## src/rtl/qlt_pkg.sv

```systemverilog
package qlt_pkg;
    typedef enum logic [1:0] {
        ST_IDLE  = 2'd0,
        ST_ARMED = 2'd1,
        ST_FIRED = 2'd2
    } qlt_state_e;
endpackage

```

## src/rtl/qlt_lut_bank.sv

```systemverilog
// Truth-table storage: NUM_SETS sets of one table per channel group.
// Written a row at a time; read combinationally by the current sample.
module qlt_lut_bank #(
    parameter int NUM_CH   = 16,
    parameter int QUAD_W   = 4,
    parameter int NUM_SETS = 3
) (
    input  logic                                  clk,
    input  logic                                  rst_n,
    input  logic                                  row_we,
    input  logic [QUAD_W-1:0]                     row_idx,
    input  logic [NUM_SETS*(NUM_CH/QUAD_W)-1:0]   row_bits,
    input  logic [NUM_CH-1:0]                     sample,
    output logic [NUM_SETS-1:0]                   set_match
);
    localparam int NUM_QUADS = NUM_CH / QUAD_W;
    localparam int DEPTH     = 1 << QUAD_W;

    logic [NUM_SETS*NUM_QUADS-1:0] quad_hit;

    for (genvar s = 0; s < NUM_SETS; s++) begin : g_set
        for (genvar q = 0; q < NUM_QUADS; q++) begin : g_quad
            logic [DEPTH-1:0] entry;

            always_ff @(posedge clk or negedge rst_n) begin
                if (!rst_n) begin
                    entry <= '0;
                end else if (row_we) begin
                    entry[row_idx] <= row_bits[s*NUM_QUADS+q];
                end
            end

            assign quad_hit[s*NUM_QUADS+q] = entry[sample[q*QUAD_W +: QUAD_W]];
        end
        assign set_match[s] = &quad_hit[s*NUM_QUADS +: NUM_QUADS];
    end
endmodule

```

## src/rtl/qlt_edge_hist.sv

```systemverilog
// Previous-sample match history for the edge sets and the glue index.
module qlt_edge_hist #(
    parameter int NUM_EDGE = 2
) (
    input  logic                    clk,
    input  logic                    rst_n,
    input  logic                    clear,
    input  logic                    advance,
    input  logic [NUM_EDGE-1:0]     cur,
    output logic [2*NUM_EDGE-1:0]   glue_idx
);
    logic [NUM_EDGE-1:0] prev_q;
    logic                primed_q;

    always_ff @(posedge clk or negedge rst_n) begin
        if (!rst_n) begin
            prev_q   <= '0;
            primed_q <= 1'b0;
        end else if (clear) begin
            prev_q   <= '0;
            primed_q <= 1'b0;
        end else if (advance) begin
            prev_q   <= cur;
            primed_q <= 1'b1;
        end
    end

    // Before any history exists the sample is compared with itself.
    for (genvar k = 0; k < NUM_EDGE; k++) begin : g_idx
        assign glue_idx[2*k]   = primed_q ? prev_q[k] : cur[k];
        assign glue_idx[2*k+1] = cur[k];
    end
endmodule

```

## src/rtl/qlt_ctrl.sv

```systemverilog
// Arm / fire / idle controller with registered trigger pulse.
module qlt_ctrl
    import qlt_pkg::*;
(
    input  logic clk,
    input  logic rst_n,
    input  logic arm,
    input  logic disarm,
    input  logic smp_valid,
    input  logic cond,
    output logic eval,
    output logic restart,
    output logic cfg_open,
    output logic trig_pulse,
    output logic triggered,
    output logic armed
);
    qlt_state_e state_q, state_d;
    logic       hit;

    assign eval    = (state_q == ST_ARMED) && smp_valid && !arm && !disarm;
    assign hit     = eval && cond;
    assign restart = arm && !disarm;

    always_comb begin
        state_d = state_q;
        unique case (state_q)
            ST_IDLE: begin
                if (restart) state_d = ST_ARMED;
            end
            ST_ARMED: begin
                if (disarm)   state_d = ST_IDLE;
                else if (hit) state_d = ST_FIRED;
            end
            ST_FIRED: begin
                if (disarm)       state_d = ST_IDLE;
                else if (restart) state_d = ST_ARMED;
            end
            default: state_d = ST_IDLE;
        endcase
    end

    always_ff @(posedge clk or negedge rst_n) begin
        if (!rst_n) state_q <= ST_IDLE;
        else        state_q <= state_d;
    end

    always_ff @(posedge clk or negedge rst_n) begin
        if (!rst_n) trig_pulse <= 1'b0;
        else        trig_pulse <= hit;
    end

    assign triggered = (state_q == ST_FIRED);
    assign armed     = (state_q == ST_ARMED);
    assign cfg_open  = (state_q != ST_ARMED);
endmodule

```

## src/rtl/quad_lut_trigger.sv

```systemverilog
module quad_lut_trigger #(
    parameter int NUM_CH   = 16,
    parameter int QUAD_W   = 4,
    parameter int NUM_EDGE = 2
) (
    input  logic                                      clk,
    input  logic                                      rst_n,
    input  logic                                      smp_valid,
    input  logic [NUM_CH-1:0]                         smp_data,
    input  logic                                      arm,
    input  logic                                      disarm,
    input  logic                                      row_we,
    input  logic [QUAD_W-1:0]                         row_idx,
    input  logic [(1+NUM_EDGE)*(NUM_CH/QUAD_W)-1:0]   row_bits,
    input  logic                                      glue_we,
    input  logic [(1<<(2*NUM_EDGE))-1:0]              glue_data,
    output logic                                      trig_pulse,
    output logic                                      triggered,
    output logic                                      armed
);
    localparam int NUM_SETS = 1 + NUM_EDGE;
    localparam int GLUE_W   = 1 << (2*NUM_EDGE);

    logic [NUM_SETS-1:0]   set_match;
    logic [2*NUM_EDGE-1:0] glue_idx;
    logic [GLUE_W-1:0]     glue_q;
    logic                  eval, restart, cfg_open, cond;

    qlt_lut_bank #(.NUM_CH(NUM_CH), .QUAD_W(QUAD_W), .NUM_SETS(NUM_SETS)) u_bank (
        .clk(clk), .rst_n(rst_n),
        .row_we(row_we && cfg_open), .row_idx(row_idx), .row_bits(row_bits),
        .sample(smp_data), .set_match(set_match)
    );

    qlt_edge_hist #(.NUM_EDGE(NUM_EDGE)) u_hist (
        .clk(clk), .rst_n(rst_n),
        .clear(restart), .advance(eval),
        .cur(set_match[NUM_SETS-1:1]), .glue_idx(glue_idx)
    );

    always_ff @(posedge clk or negedge rst_n) begin
        if (!rst_n)                   glue_q <= '1;
        else if (glue_we && cfg_open) glue_q <= glue_data;
    end

    assign cond = set_match[0] && glue_q[glue_idx];

    qlt_ctrl u_ctrl (
        .clk(clk), .rst_n(rst_n),
        .arm(arm), .disarm(disarm), .smp_valid(smp_valid), .cond(cond),
        .eval(eval), .restart(restart), .cfg_open(cfg_open),
        .trig_pulse(trig_pulse), .triggered(triggered), .armed(armed)
    );
endmodule

```

## config.mk

```make
export PLATFORM = sky130hd
export DESIGN_NAME = quad_lut_trigger
export DESIGN_NICKNAME = d
export VERILOG_FILES = /design/src/rtl/qlt_pkg.sv /design/src/rtl/qlt_lut_bank.sv /design/src/rtl/qlt_edge_hist.sv /design/src/rtl/qlt_ctrl.sv /design/src/rtl/quad_lut_trigger.sv
export SDC_FILE = /design/constraint.sdc
export NUM_CORES = 1
export LEC_CHECK = 0
export BUFFER_PORTS_ARGS = -buffer_cell sky130_fd_sc_hd__buf_2
export CORE_MARGIN = 1
export CORE_UTILIZATION = 55
export DETAILED_ROUTE_END_ITERATION = 7
export GPL_ROUTABILITY_DRIVEN = 0
export MAX_ROUTING_LAYER = met4
export PLACE_DENSITY = 0.73
export SLEW_MARGIN = 20
export SYNTH_ARGS = -nofsm -noshare
export SYNTH_HDL_FRONTEND = slang
export SYNTH_SLANG_ARGS = --single-unit
```

## constraint.sdc

```tcl
create_clock -name clk -period 5.3 [get_ports clk]
set_input_delay 1.06 -clock clk [delete_from_list [all_inputs] [get_ports clk]]
set_output_delay 1.06 -clock clk [all_outputs]
set_load 0.05 [all_outputs]
```

; Word level (Yosys, flattened, before mapping)
; Cells that the tools add are included.
[totals]
latch_bits = 0
word_cells = 95
ff_bits = 214
ramBits = 0
mem_bits_ro = 0
memories = 0
[op_classes]
shift = 0
n_div = 0
reduce_logical = 16
n_lt_le_gt_ge = 7
multipliers = 0
add_sub_neg = 0
n_eq_ne = 4
n_bitwise = 0
mux = 51
[ops]
columns = cell, count
row1 = bitwise mux 16 bit, 12
row2 = binary-select mux 1 bit (select 4 bit), 13
row3 = "less-than comparator 4 x 5 -> 1 bit, second input constant", 6
row4 = two-way mux 1 bit, 18
row5 = two-way mux 2 bit, 6
row6 = AND reduction 4 bit, 3
row7 = logical AND 1 bit, 9
row8 = one-hot mux 2 bit (3 select lines), 1
row9 = demux 1 bit (select 4 bit), 1
row10 = "greater-or-equal comparator 4 x 1 -> 1 bit, second input constant", 1
row11 = "inequality test 3 x 2 -> 1 bit, second input constant", 1
row12 = "equality test 2 x 1 -> 1 bit, second input constant", 1
row13 = "equality test 2 bit, second input constant", 1
row14 = logical NOT 1 bit, 2
row15 = logical NOT 2 bit, 1
row16 = "inequality test 2 x 1 -> 1 bit, second input constant", 1
row17 = nonzero test 2 bit, 1

; Longest topological paths before layout
[logic_depth]
depth_word = 11
ltp_mapped = 9
depth_no_buf = 8

; By module
; Synthesis repeated with hierarchy kept, for this count alone.
[unflattened]
cells_unflattened = 641
hier_area_um2 = 9922.0
[modules_own_cells]
columns = module, area_each_um2, seq_area_each_um2, n_inst, cells_each
row1 = qlt_lut_bank, 8838.5, 4804.6, 1, 561
row2 = quad_lut_trigger, 773.2, 420.4, 1, 52
row3 = qlt_ctrl, 162.7, 75.1, 1, 15
row4 = qlt_edge_hist, 147.6, 75.1, 1, 13

; Worst setup path after synthesis
; Ideal clock, no wire load.
[synth_timing]
kind = input port to flip-flop
start = in smp_data[0]
end = reg u_ctrl.state_q[0]
t_required_ns = 5.196
cell_stages = 9
t_arrival_ns = 2.787
setup_slack_ns = 2.409
cell_sequence = buf_6 mux4_2 and3b_1 a21oi_4 a31o_1 nor3_1 o21ai_2 a41oi_2 a221oi_1
[synth_between]
elab_chain_cells = 9
[synth_rtl]
columns = element, line
row1 = start: declaration, quad_lut_trigger.sv:9  ; input logic [NUM_CH-1:0] smp_data,
row2 = binary-select mux 1 bit (select 4 bit), qlt_lut_bank.sv:33  ; assign quad_hit[s*NUM_QUADS+q] = entry[sample[q*QUAD_W +: QUAD_W]];
row3 = two-way mux 1 bit (not written as such), qlt_lut_bank.sv:33
row4 = AND reduction 4 bit, qlt_lut_bank.sv:35  ; assign set_match[s] = &quad_hit[s*NUM_QUADS +: NUM_QUADS];
row5 = two-way mux 1 bit, qlt_edge_hist.sv:30  ; assign glue_idx[2*k] = primed_q ? prev_q[k] : cur[k];
row6 = binary-select mux 1 bit (select 4 bit), quad_lut_trigger.sv:46  ; assign cond = set_match[0] && glue_q[glue_idx];
row7 = two-way mux 1 bit (not written as such), quad_lut_trigger.sv:46
row8 = logical AND 1 bit (*), quad_lut_trigger.sv:46
row9 = logical AND 1 bit (*), qlt_ctrl.sv:22  ; assign hit = eval && cond;
row10 = inequality test 3 x 2 -> 1 bit (no source line) (*), n/a
row11 = end signal: assignment, qlt_ctrl.sv:45  ; else state_q <= state_d;
row12 = end: declaration, qlt_ctrl.sv:18  ; qlt_state_e state_q, state_d;
; Mark *: on every way between the ends. The rest lies on a longest branch, timed or not. The select of a mux whose other input is x is not followed.
; A chain may end at the register's enable or synchronous reset.

; Worst setup path after layout
[layout_timing]
start = in smp_data[4]
end = reg u_ctrl.state_q[0]
; Same word-level chain as after synthesis.

==> flow_metrics.tcl <==
set metrics [dict create \
    cp_cell_sequence "buf_2, mux4_2, mux2i_1, mux2i_1, nor2b_4, nand2_2, a211o_1, a41oi_2, a221oi_1" \
    route.detailed.drc 0 \
    syn_inst 625 \
    post-place-ws_ns 1.926 \
    met3RoutedLength_mm 1.121 \
    irDropWorstVdd_v 0.0002373 \
    grt_pass1_wl_mm 34.72 \
    coreArea_um2 17480 \
    fmax_ghz 0.3475 \
    dp_hpwl_mm 14.09 \
    via_per_inst 6.163 \
    synth_nets 680 \
    critPathRequiredTime_ns 5.67 \
    seq_area_frac_synth_pct 54.22 \
    clkLatencyLatePin_ns 0.51 \
    power_density_nw_per_um2 415.7 \
    worstPathArrival_ns 3.25 \
    fin_tns_setup_ns 0 \
    end_kind "flip-flop" \
    layout-drive-gt1-share_pct 55.54 \
    drtIter0Drc 388 \
    cp_max_fo 12 \
    async_reset_ff_share_pct 100.0 \
    clockBufferDepth 3 \
    holdBufCountCts 0 \
    syn_area_um2 9913 \
    dieHeight_um 136.3 \
    setup_ws_ns 2.423 \
    grt_start_max_net_pins 103 \
    combinationalPowerShare_pct 17.3 \
    p_seq_share_pct 47.6 \
    die_w_um 136.3 \
    ys_seq_elements 214 \
    detailroute.via_count 5676 \
    nFillCells 1255 \
    slowest_stage "mux2i_1" \
    rsz0062_at_grt "no" \
    period_minus_slack_ns 2.877 \
    p_int_mw 3.528 \
    grt_overflow 0 \
    routedWlPerCell_um 23.87 \
    yosysUniqueCellTypes 47 \
    worstMarginPinSlew_ns 1.141 \
    ant_nets 0 \
    initial_core_util_pct 56.72 \
    run_status "completed" \
    fin_skew_ns 0.01237 \
    synth_flop_cell "dfrtp_1" \
    crit_path_start_kind "input pin" \
    utilization_pct 64.18 \
    top_layer "met4" \
    htree_levels 1 \
    maxCapViolations 0 \
    multiInputGateArea_um2 4343 \
    numCtsBuffers 24 \
    slowest_delay_ns 0.41 \
    wl_mm 21.99 \
    clk_pin_slew_ns 0.06 \
    setup_violations 0 \
    cts_tree "done" \
    fin_crit_sh_pct 54.29 \
    p_clk_share_pct 35.1 \
    yosys_warnings 0 \
    nNetsFinal 733 \
    slew_headroom_pct 23.93 \
    route.met2.wl_mm 11.31 \
    grt_pass1_vias 5970 \
    rows 48 \
    post_cts_buffers 0 \
    portBuffers 57 \
    cts_resized 0 \
    track_usage_pct 26.07 \
    area_growth_pct 13.14 \
    power_leakage_nw 4.942 \
    avgSynthCellArea_um2 15.86 \
    synth-edff-count 0 \
    hold_viol 0 \
    io_pins 58 \
    first_pass_iters 4 \
    p_sw_share_pct 24.32 \
    min_path_type "reg2reg" \
    cts.sinks 214 \
    wl_met1_mm 9.222 \
    p_switching_mw 1.134 \
    holdWs_ns 0.4974 \
    ctsRootBufferMaster "clkbuf_16" \
    crit_type "in2reg" \
    slew_viol_final 0 \
    crit_top_cell "mux2i_1" \
    dieArea_um2 18570 \
    seqCellArea_um2 5375 \
    antenna_found_initial 1 \
]
==> power by group through the flow <==
stage | logic (mW) | registers [mW] | clock network (mW)
final | 0.808 | 2.22 | 1.64
after global routing | 0.875 | 2.26 | 1.73
after CTS | 0.820 | 2.21 | 1.67
after detailed placement | 0.816 | 2.24 | 0
after global placement | 0.779 | 2.21 | 0
after floorplan | 0.638 | 2.16 | 0
==> cell usage after synthesis (2+ instances only) <==
library cell	count	area, µm²
mux2_2	211	2376
dfrtp_1	198	4955
mux4_2	39	878.3
clkbuf_1	29	108.9
dfstp_2	16	420.4
mux4_1	16	420.4
nor2_1	16	60.06
nand2_1	15	56.30
mux2i_1	12	120.1
nand2b_1	8	50.05
nor3_1	7	35.03
buf_1	4	15.01
buf_6	4	45.04
inv_1	4	15.01
a21oi_1	3	15.01
buf_2	3	15.01
nand4_1	3	18.77
o21ai_0	3	15.01
o22ai_1	3	18.77
a31oi_1	2	12.51
clkbuf_2	2	10.01
nand3_1	2	10.01
==> critical path: cells and delay by family <==
family	cells	cell delay, ns
and+or+nand+nor	2	0.38
muxes	3	0.77
AOI/OAI and AO/OA	3	0.68
buffers and inverters	1	0.35
==> logic make-up after synthesis <==
| logic type | Yosys count | synth area share [%] |
|---|---|---|
| compound gates | 26 | 2.184 |
| buf+inv | 47 | 2.183 |
| flops | 214 | 54.22 |
| mux | 279 | 38.43 |
| simple gates | 59 | 2.979 |
==> cell usage in the layout, fill, tap and decap left out, types with 4 or more instances in the layout <==
cell	netlist	routed
dfrtp_1	198	198
nor2_1	16	16
buf_4	1	12
mux2_2	211	211
mux2i_1	12	12
clkbuf_1	29	4
clkbuf_8	0	7
nand2_1	15	15
buf_2	3	56
nand2b_1	8	8
mux4_1	16	16
inv_1	4	4
dfstp_2	16	16
clkinv_2	0	6
mux4_2	39	39
clkbuf_16	0	25
nor3_1	7	4
==> metal layers <==
metal / track usage, % / up-vias
met5: - / -
met1: 34.29 / 3040
met2: 43.29 / 134
met4: 6.790 / 0
met3: 2.983 / 30
li1: - / 2472
==> cell type report <==
cell class,count,area share [%]
inverters,4,0.1339
repair buffers,70,3.603
multi-input cells,364,38.72
flip-flops and latches,214,47.92
diodes,1,0.02231
clock inverters,8,0.6359
well taps,225,2.510
clock buffers,35,6.448
==> path summary, 6_finish.rpt <==
check | from | end | slack, ns | cells past startpoint
worst max-delay path | smp_data[4] | u_ctrl.state_q[0] | 2.42 | 9
worst min-delay path | u_bank.g_set[1].g_quad[2].entry[8] | u_bank.g_set[1].g_quad[2].entry[8] | 0.50 | 1
worst max register to register | u_ctrl.state_q[0] | u_bank.g_set[1].g_quad[0].entry[3] | 2.62 | 5
worst min register to register | u_bank.g_set[1].g_quad[2].entry[8] | u_bank.g_set[1].g_quad[2].entry[8] | 0.50 | 1
max in group asynchronous | rst_n | u_bank.g_set[2].g_quad[2].entry[10] | 3.60 | 2
min in group asynchronous | rst_n | u_ctrl.state_q[0] | 0.68 | 1
==> flip-flops by register name (all words and copies together) (netlist names) <==
| name | cells |
|---|---|
| u_ctrl.state_q | 2 |
| u_hist.prev_q | 2 |
| glue_q | 16 |
| u_ctrl.trig_pulse | 1 |
| u_bank.g_set.g_quad.entry | 192 |
| u_hist.primed_q | 1 |
==> stage by stage <==
step | instances | total power, mW | cell area [µm²]
6_report | 921 | 4.662 | 11220
5_1_grt | 921 | 4.869 | 11220
4_1_cts | 920 | 4.704 | 11210
3_5_place_dp | 877 | 3.055 | 10420
3_3_place_gp | 877 | 2.986 | 10420
2_1_floorplan | 625 | 2.799 | 9913
Power figures use the tool's default switching activity.
